**src/rtl/ows_pkg.sv**
```systemverilog
package ows_pkg;

    typedef enum logic [1:0] {
        OP_RESET = 2'd0,
        OP_WRITE = 2'd1,
        OP_READ  = 2'd2
    } op_e;

    typedef enum logic [2:0] {
        S_IDLE,
        S_RESET,
        S_CMD,
        S_RD_TRUE,
        S_RD_COMP,
        S_WRITE,
        S_EMIT
    } state_e;

endpackage

```
**src/rtl/ows_branch.sv**
```systemverilog
module ows_branch #(
    parameter int PW = 7
) (
    input  logic          t_bit,
    input  logic          c_bit,
    input  logic [PW-1:0] pos,
    input  logic [PW-1:0] last_disc,
    input  logic          prev_bit,
    output logic          dir,
    output logic          zero_pick,
    output logic          conflict
);

    always_comb begin
        conflict  = t_bit & c_bit;
        zero_pick = 1'b0;
        dir       = t_bit;
        if (!t_bit && !c_bit) begin
            if (pos == last_disc) begin
                dir = 1'b1;
            end else if (pos < last_disc) begin
                dir = prev_bit;
            end else begin
                dir = 1'b0;
            end
            zero_pick = ~dir;
        end
    end

endmodule

```
**src/rtl/ows_idstore.sv**
```systemverilog
module ows_idstore #(
    parameter int ID_W = 64,
    parameter int IW   = 6,
    parameter int PW   = 7
) (
    input  logic            clk,
    input  logic            rst_n,
    input  logic            clr_all,
    input  logic            pass_start,
    input  logic            bit_we,
    input  logic [IW-1:0]   bit_idx,
    input  logic            bit_val,
    input  logic            mark,
    input  logic [PW-1:0]   pos,
    input  logic            pass_end,
    output logic [ID_W-1:0] cur_id,
    output logic            prev_bit,
    output logic [PW-1:0]   last_disc,
    output logic [PW-1:0]   pass_disc
);

    logic [ID_W-1:0] prev_id;

    for (genvar g = 0; g < ID_W; g++) begin : g_bit
        always_ff @(posedge clk or negedge rst_n) begin
            if (!rst_n) begin
                cur_id[g] <= 1'b0;
            end else if (bit_we && (bit_idx == IW'(g))) begin
                cur_id[g] <= bit_val;
            end
        end
    end

    always_ff @(posedge clk or negedge rst_n) begin
        if (!rst_n) begin
            prev_id   <= '0;
            last_disc <= '0;
            pass_disc <= '0;
        end else begin
            if (clr_all) begin
                prev_id   <= '0;
                last_disc <= '0;
            end else if (pass_end) begin
                prev_id   <= cur_id;
                last_disc <= pass_disc;
            end
            if (pass_start) begin
                pass_disc <= '0;
            end else if (mark) begin
                pass_disc <= pos;
            end
        end
    end

    assign prev_bit = prev_id[bit_idx];

    p_disc_range_r5: assert property (@(posedge clk) disable iff (!rst_n)
        (pass_disc <= PW'(ID_W)) && (last_disc <= PW'(ID_W)));

endmodule

```
**src/rtl/ows_master.sv**
```systemverilog
module ows_master
    import ows_pkg::*;
#(
    parameter int ID_W = 64,
    parameter int CMD_W = 8,
    parameter logic [CMD_W-1:0] SEARCH_CMD = 8'hF0
) (
    input  logic            clk,
    input  logic            rst_n,
    input  logic            start,
    output logic            op_req,
    output logic [1:0]      op_code,
    output logic            op_wdata,
    input  logic            op_ack,
    input  logic            op_rbit,
    output logic            id_valid,
    output logic [ID_W-1:0] id_value,
    output logic            done,
    output logic            error
);

    localparam int IW = $clog2(ID_W);
    localparam int PW = $clog2(ID_W + 1);
    localparam int CW = $clog2(CMD_W);

    state_e          state, nxt;
    logic [IW-1:0]   bit_idx;
    logic [CW-1:0]   cmd_idx;
    logic            t_bit, dir_r;
    logic            done_r, err_r;
    logic [PW-1:0]   pos;
    logic            br_dir, br_zero, br_conflict;
    logic            st_prev_bit;
    logic [PW-1:0]   st_last_disc, st_pass_disc;
    logic [ID_W-1:0] st_id;
    logic            last_bit, last_cmd;
    logic            clr_all, pass_start, mark, bit_we, pass_end;
    op_e             code;

    assign pos      = PW'(bit_idx) + PW'(1);
    assign last_bit = (bit_idx == IW'(ID_W - 1));
    assign last_cmd = (cmd_idx == CW'(CMD_W - 1));

    assign clr_all    = (state == S_IDLE) && start;
    assign pass_start = (state == S_RESET) && op_ack;
    assign mark       = (state == S_RD_COMP) && op_ack && br_zero;
    assign bit_we     = (state == S_WRITE) && op_ack;
    assign pass_end   = (state == S_EMIT);

    ows_branch #(.PW(PW)) u_branch (
        .t_bit     (t_bit),
        .c_bit     (op_rbit),
        .pos       (pos),
        .last_disc (st_last_disc),
        .prev_bit  (st_prev_bit),
        .dir       (br_dir),
        .zero_pick (br_zero),
        .conflict  (br_conflict)
    );

    ows_idstore #(.ID_W(ID_W), .IW(IW), .PW(PW)) u_store (
        .clk        (clk),
        .rst_n      (rst_n),
        .clr_all    (clr_all),
        .pass_start (pass_start),
        .bit_we     (bit_we),
        .bit_idx    (bit_idx),
        .bit_val    (dir_r),
        .mark       (mark),
        .pos        (pos),
        .pass_end   (pass_end),
        .cur_id     (st_id),
        .prev_bit   (st_prev_bit),
        .last_disc  (st_last_disc),
        .pass_disc  (st_pass_disc)
    );

    // next-state logic
    always_comb begin
        nxt = state;
        unique case (state)
            S_IDLE:    if (start) nxt = S_RESET;
            S_RESET:   if (op_ack) nxt = op_rbit ? S_CMD : S_IDLE;
            S_CMD:     if (op_ack && last_cmd) nxt = S_RD_TRUE;
            S_RD_TRUE: if (op_ack) nxt = S_RD_COMP;
            S_RD_COMP: if (op_ack) nxt = br_conflict ? S_IDLE : S_WRITE;
            S_WRITE:   if (op_ack) nxt = last_bit ? S_EMIT : S_RD_TRUE;
            S_EMIT:    nxt = (st_pass_disc == '0) ? S_IDLE : S_RESET;
            default:   nxt = S_IDLE;
        endcase
    end

    // state register
    always_ff @(posedge clk or negedge rst_n) begin
        if (!rst_n) state <= S_IDLE;
        else        state <= nxt;
    end

    // datapath registers
    always_ff @(posedge clk or negedge rst_n) begin
        if (!rst_n) begin
            bit_idx <= '0;
            cmd_idx <= '0;
            t_bit   <= 1'b0;
            dir_r   <= 1'b0;
            done_r  <= 1'b0;
            err_r   <= 1'b0;
        end else begin
            unique case (state)
                S_IDLE: if (start) begin
                    done_r <= 1'b0;
                    err_r  <= 1'b0;
                end
                S_RESET: if (op_ack) begin
                    cmd_idx <= '0;
                    bit_idx <= '0;
                    if (!op_rbit) done_r <= 1'b1;
                end
                S_CMD:     if (op_ack) cmd_idx <= cmd_idx + CW'(1);
                S_RD_TRUE: if (op_ack) t_bit <= op_rbit;
                S_RD_COMP: if (op_ack) begin
                    dir_r <= br_dir;
                    if (br_conflict) err_r <= 1'b1;
                end
                S_WRITE:   if (op_ack && !last_bit) bit_idx <= bit_idx + IW'(1);
                S_EMIT:    if (st_pass_disc == '0) done_r <= 1'b1;
                default:   ;
            endcase
        end
    end

    // outputs
    always_comb begin
        op_req   = 1'b0;
        code     = OP_RESET;
        op_wdata = 1'b0;
        id_valid = 1'b0;
        unique case (state)
            S_RESET:   op_req = 1'b1;
            S_CMD: begin
                op_req   = 1'b1;
                code     = OP_WRITE;
                op_wdata = SEARCH_CMD[cmd_idx];
            end
            S_RD_TRUE, S_RD_COMP: begin
                op_req = 1'b1;
                code   = OP_READ;
            end
            S_WRITE: begin
                op_req   = 1'b1;
                code     = OP_WRITE;
                op_wdata = dir_r;
            end
            S_EMIT:    id_valid = 1'b1;
            default:   ;
        endcase
    end

    assign op_code  = code;
    assign id_value = st_id;
    assign done     = done_r;
    assign error    = err_r;

    p_req_hold_r3: assert property (@(posedge clk) disable iff (!rst_n)
        (op_req && !op_ack) |=> (op_req && $stable(op_code) && $stable(op_wdata)));

    p_pulse_r6: assert property (@(posedge clk) disable iff (!rst_n)
        id_valid |=> !id_valid);

    p_done_quiet_r7: assert property (@(posedge clk) disable iff (!rst_n)
        done |-> (!op_req && !id_valid));

    p_fault_r8: assert property (@(posedge clk) disable iff (!rst_n)
        ((state == S_RD_COMP) && op_ack && op_rbit && t_bit) |=> (error && !op_req && !done));

endmodule

```
**config.mk**
```make
export PLATFORM = sky130hd
export DESIGN_NAME = ows_master
export DESIGN_NICKNAME = d
export VERILOG_FILES = /design/src/rtl/ows_pkg.sv /design/src/rtl/ows_branch.sv /design/src/rtl/ows_idstore.sv /design/src/rtl/ows_master.sv
export SDC_FILE = /design/constraint.sdc
export NUM_CORES = 1
export LEC_CHECK = 0
export BUFFER_PORTS_ARGS = -buffer_cell sky130_fd_sc_hd__buf_2
export CAP_MARGIN = 20
export CORE_UTILIZATION = 55
export DETAILED_ROUTE_END_ITERATION = 12
export GPL_TIMING_DRIVEN = 0
export PLACE_DENSITY = 0.74
export SYNTH_ARGS = -nofsm -noshare
export SYNTH_HDL_FRONTEND = slang
export SYNTH_SLANG_ARGS = --single-unit
```
**constraint.sdc**
```tcl
create_clock -name clk -period 3.4 [get_ports clk]
set_input_delay 0.17 -clock clk [delete_from_list [all_inputs] [get_ports clk]]
set_output_delay 0.17 -clock clk [all_outputs]
set_load 0.1 [all_outputs]
```
==> impl_metrics.py <==
metrics = {
    "yosys": {
        "yosysTopAreaCell": "dfrtp_1",
        "yosysTopAreaCellShare_pct": 51.42,
        "synth_fp_nets": 806,
        "postSynthAreaPerCell_sq_um": 9.759,
        "synth_ff_type": "dfrtp_1",
        "syn_area_sq_um": 7690,
        "synth_cells": 788,
        "ys_warn_count": 0,
        "ys_ff_latch": 158,
        "ys_top_cells_by_count": "nand2_1 (184), dfrtp_1 (158), a21oi_1 (85)",
        "ys_seq_area_share_pct": 51.42,
        "ys_types": 51,
        "synth-edff-count": 0,
        "yosysMostFrequentCell": "nand2_1",
        "synth_area_leaders": "dfrtp_1 (51%), nand2_1 (9.0%), mux2_2 (8.9%)",
        "async_flop_share_pct": 100.0,
    },
    "finish": {
        "diodes": 0,
        "fin_util_pct": 67.28,
        "drive_above_1_share_pct": 23.10,
        "nets": 901,
        "final_area_sq_um": 9051,
        "areaGrowthSynthToFinish_pct": 17.70,
    },
    "floorplan": {
        "die_w_um": 120.2,
        "die_area_sq_um": 14460,
        "ios": 76,
        "chipHeight_um": 120.2,
        "start_util_pct": 57.16,
        "core_area_sq_um": 13450,
        "row_count": 42,
    },
    "sta": {
        "layout_min_cycle_time_ns": 3.281,
        "setup-violations-final": 0,
        "min_period_over_period_pct": 96.51,
        "hold_viol": 0,
        "finalSetupTns_ns": 0,
        "skew_ns": 0.01216,
        "fin_ws_ns": 0.1187,
        "fmax_mhz": 304.8,
        "worst-slew-pin-transition_ns": 0.7428,
        "slew_viol_final": 0,
        "slew_headroom_pct": 50.48,
    },
    "drt": {
        "wirelength_um": 21420,
        "drc": 0,
        "vias_per_cell": 5.994,
        "drtPass1Iterations": 5,
        "vias": 6426,
        "wl_per_cell_um": 19.98,
        "ant_nets": 0,
        "drt-initial-drc-count": 533,
    },
    "worst_setup_path": {
        "worst-path-max-fanout": 10,
        "path_common_cell": "nand4_1",
        "critPathKind": "flop to flop",
        "cp.required_ns": 3.71,
        "end_kind": "flop",
        "ff2ff_path_depth": 11,
        "path_depth": 11,
        "critical_path.max_stage_delay_ns": 0.56,
        "crit_slowest_cell": "clkbuf_1",
        "worstPathCellList": "clkbuf_1 -> nand4_1 -> xnor2_2 -> inv_1 -> ha_1 -> nand4_1 -> a21oi_2 -> a211oi_4 -> nand4_2 -> nand4b_4 -> mux2_4",
        "crit_family": "simple AND/OR/NAND/NOR gates",
        "arrival_ns": 3.60,
        "cp.buffers_inverters": 2,
        "startpoint_type": "flop",
    },
    "clock_network": {
        "clockBufferDepth": 2,
        "insertion_delay_ns": 0.43,
        "clock-sinks": 158,
        "cts_made_buffers": 17,
        "htreeDepth": 4,
        "cts_tree": "done",
        "clk_pin_slew_ns": 0.07,
        "cts-root-buf": "clkbuf_16",
    },
    "global_routing": {
        "grt_pass1_wl_um": 33640,
        "grt-ovfl-total": 0,
        "grt_usage_pct": 31.17,
        "antenna_found_initial": 0,
        "grt_start_max_net_pins": 87,
        "grt_pass1_vias": 6268,
    },
    "hold_path": {
        "min_path_type": "input pin to flop",
        "hold_depth": 2,
    },
    "power_and_ir_drop": {
        "p_per_area_nw_per_um2": 654.0,
        "p_leak_nw": 4.293,
        "vdd_ir_drop_max_v": 0.0004866,
    },
    "flow_run": {
        "drv_cap": 0,
    },
    "placed_design": {
        "dpl-instance-area_sq_um": 8319,
        "place.gp.congestion": 0.8826,
        "portBuffers": 75,
        "hpwlAfterDp_um": 14870,
        "place_ws_ns": -0.6107,
    },
    "outcome": {
        "outcome": "complete, no violations",
    },
}
[worst paths after layout]
path	start	endpoint	slack (ns)
min in group asynchronous	rst_n	cmd_idx[1]	0.32
worst min register to register	error	error	0.51
worst min-delay path	op_rbit	t_bit	0.09
worst max-delay path	bit_idx[4]	u_store.pass_disc[4]	0.12
max in group asynchronous	rst_n	u_store.prev_id[61]	2.23
worst max register to register	bit_idx[4]	u_store.pass_disc[4]	0.12
[logic make-up (layout without fill, tap and decap cells)]
| logic type | Yosys count | count (layout) | synth area share (%) |
|---|---|---|---|
| AND/OR/NAND/NOR | 319 | 319 | 17.70 |
| flip-flops | 158 | 158 | 51.42 |
| AO/OA/AOI/OAI | 122 | 122 | 8.982 |
| multiplexers | 100 | 100 | 15.16 |
| buffers and inverters | 72 | 180 | 4.165 |
| adder cells (fa/ha/maj) | 13 | 13 | 2.115 |
| XOR/XNOR | 4 | 4 | 0.4557 |
[sequential cells by signal (all words and copies together) (netlist names)]
name	flops
bit_idx	6
cmd_idx	3
dir_r	1
done	1
error	1
state	3
t_bit	1
u_store.cur_id	64
u_store.last_disc	7
u_store.pass_disc	7
u_store.prev_id	64
[worst register-to-register path, stage by stage (launching register included)]
cell      delay (ns)
dfrtp_1         0.46
clkbuf_1        0.56
nand4_1         0.25
xnor2_2         0.24
inv_1           0.07
ha_1            0.29
nand4_1         0.14
a21oi_2         0.08
a211oi_4        0.30
nand4_2         0.22
nand4b_4        0.24
mux2_4          0.32
[stage by stage]
step | power [mW] | hold slack (ns) | cells
after floorplan | 3.283 | -0.1256 | 788
after global placement | 3.720 | 0.4946 | 1039
after detailed placement | 3.776 | 0.2324 | 1040
after CTS | 5.879 | 0.07879 | 1072
after global routing | 6.131 | 0.09657 | 1072
final | 5.920 | 0.09064 | 1072
[cell type report]
cell class | count | area [sq um]
buffer | 50 | 242.7
clock buffer | 24 | 511.7
clock inverter | 8 | 150.1
fill | 1090 | 4402
inverter | 18 | 67.56
multi-input combinational | 558 | 3461
sequential | 158 | 3956
tap | 176 | 220.2
timing repair buffer | 80 | 441.7
[where the power goes]
part / total, mW / internal [mW] / switching [mW]
Sequential: 2.05 / 1.97 / 0.0807
Clock: 2.11 / 1.35 / 0.756
Combinational: 1.76 / 0.446 / 1.32
Total: 5.92 / 3.77 / 2.15
[layer usage]
metal | vias up | share of wire, % | GRT usage [%]
met4 | 0 | 4.0 | 14.04
li1 | 2849 | - | -
met3 | 64 | 7.4 | 6.179
met5 | - | 0 | 0
met2 | 302 | 48 | 49.17
met1 | 3211 | 41 | 41.89
[layout by cell type, fill, tap and decap left out, types with 4 or more instances in the layout]
cell type,n
nor3_1,4
buf_4,4
buf_1,9
nand2_1,183
and3_1,4
nor2b_1,6
inv_1,17
a21oi_1,84
clkbuf_16,17
mux4_2,6
bufinv_16,4
nand4_1,4
ha_1,13
nand3_1,17
o21ai_0,16
buf_2,81
mux2_2,61
mux2i_1,28
dfrtp_1,156
clkbuf_8,6
clkbuf_1,30
nor2_1,76
[repair_timing]
action	in CTS	in global routing
setup buffers	1	2
resized for setup	6	7
endpoints found under the setup margin	8	7
hold endpoints to repair	72	0
hold buffers	1	0
No activity file was read; power rests on OpenSTA's default activity.
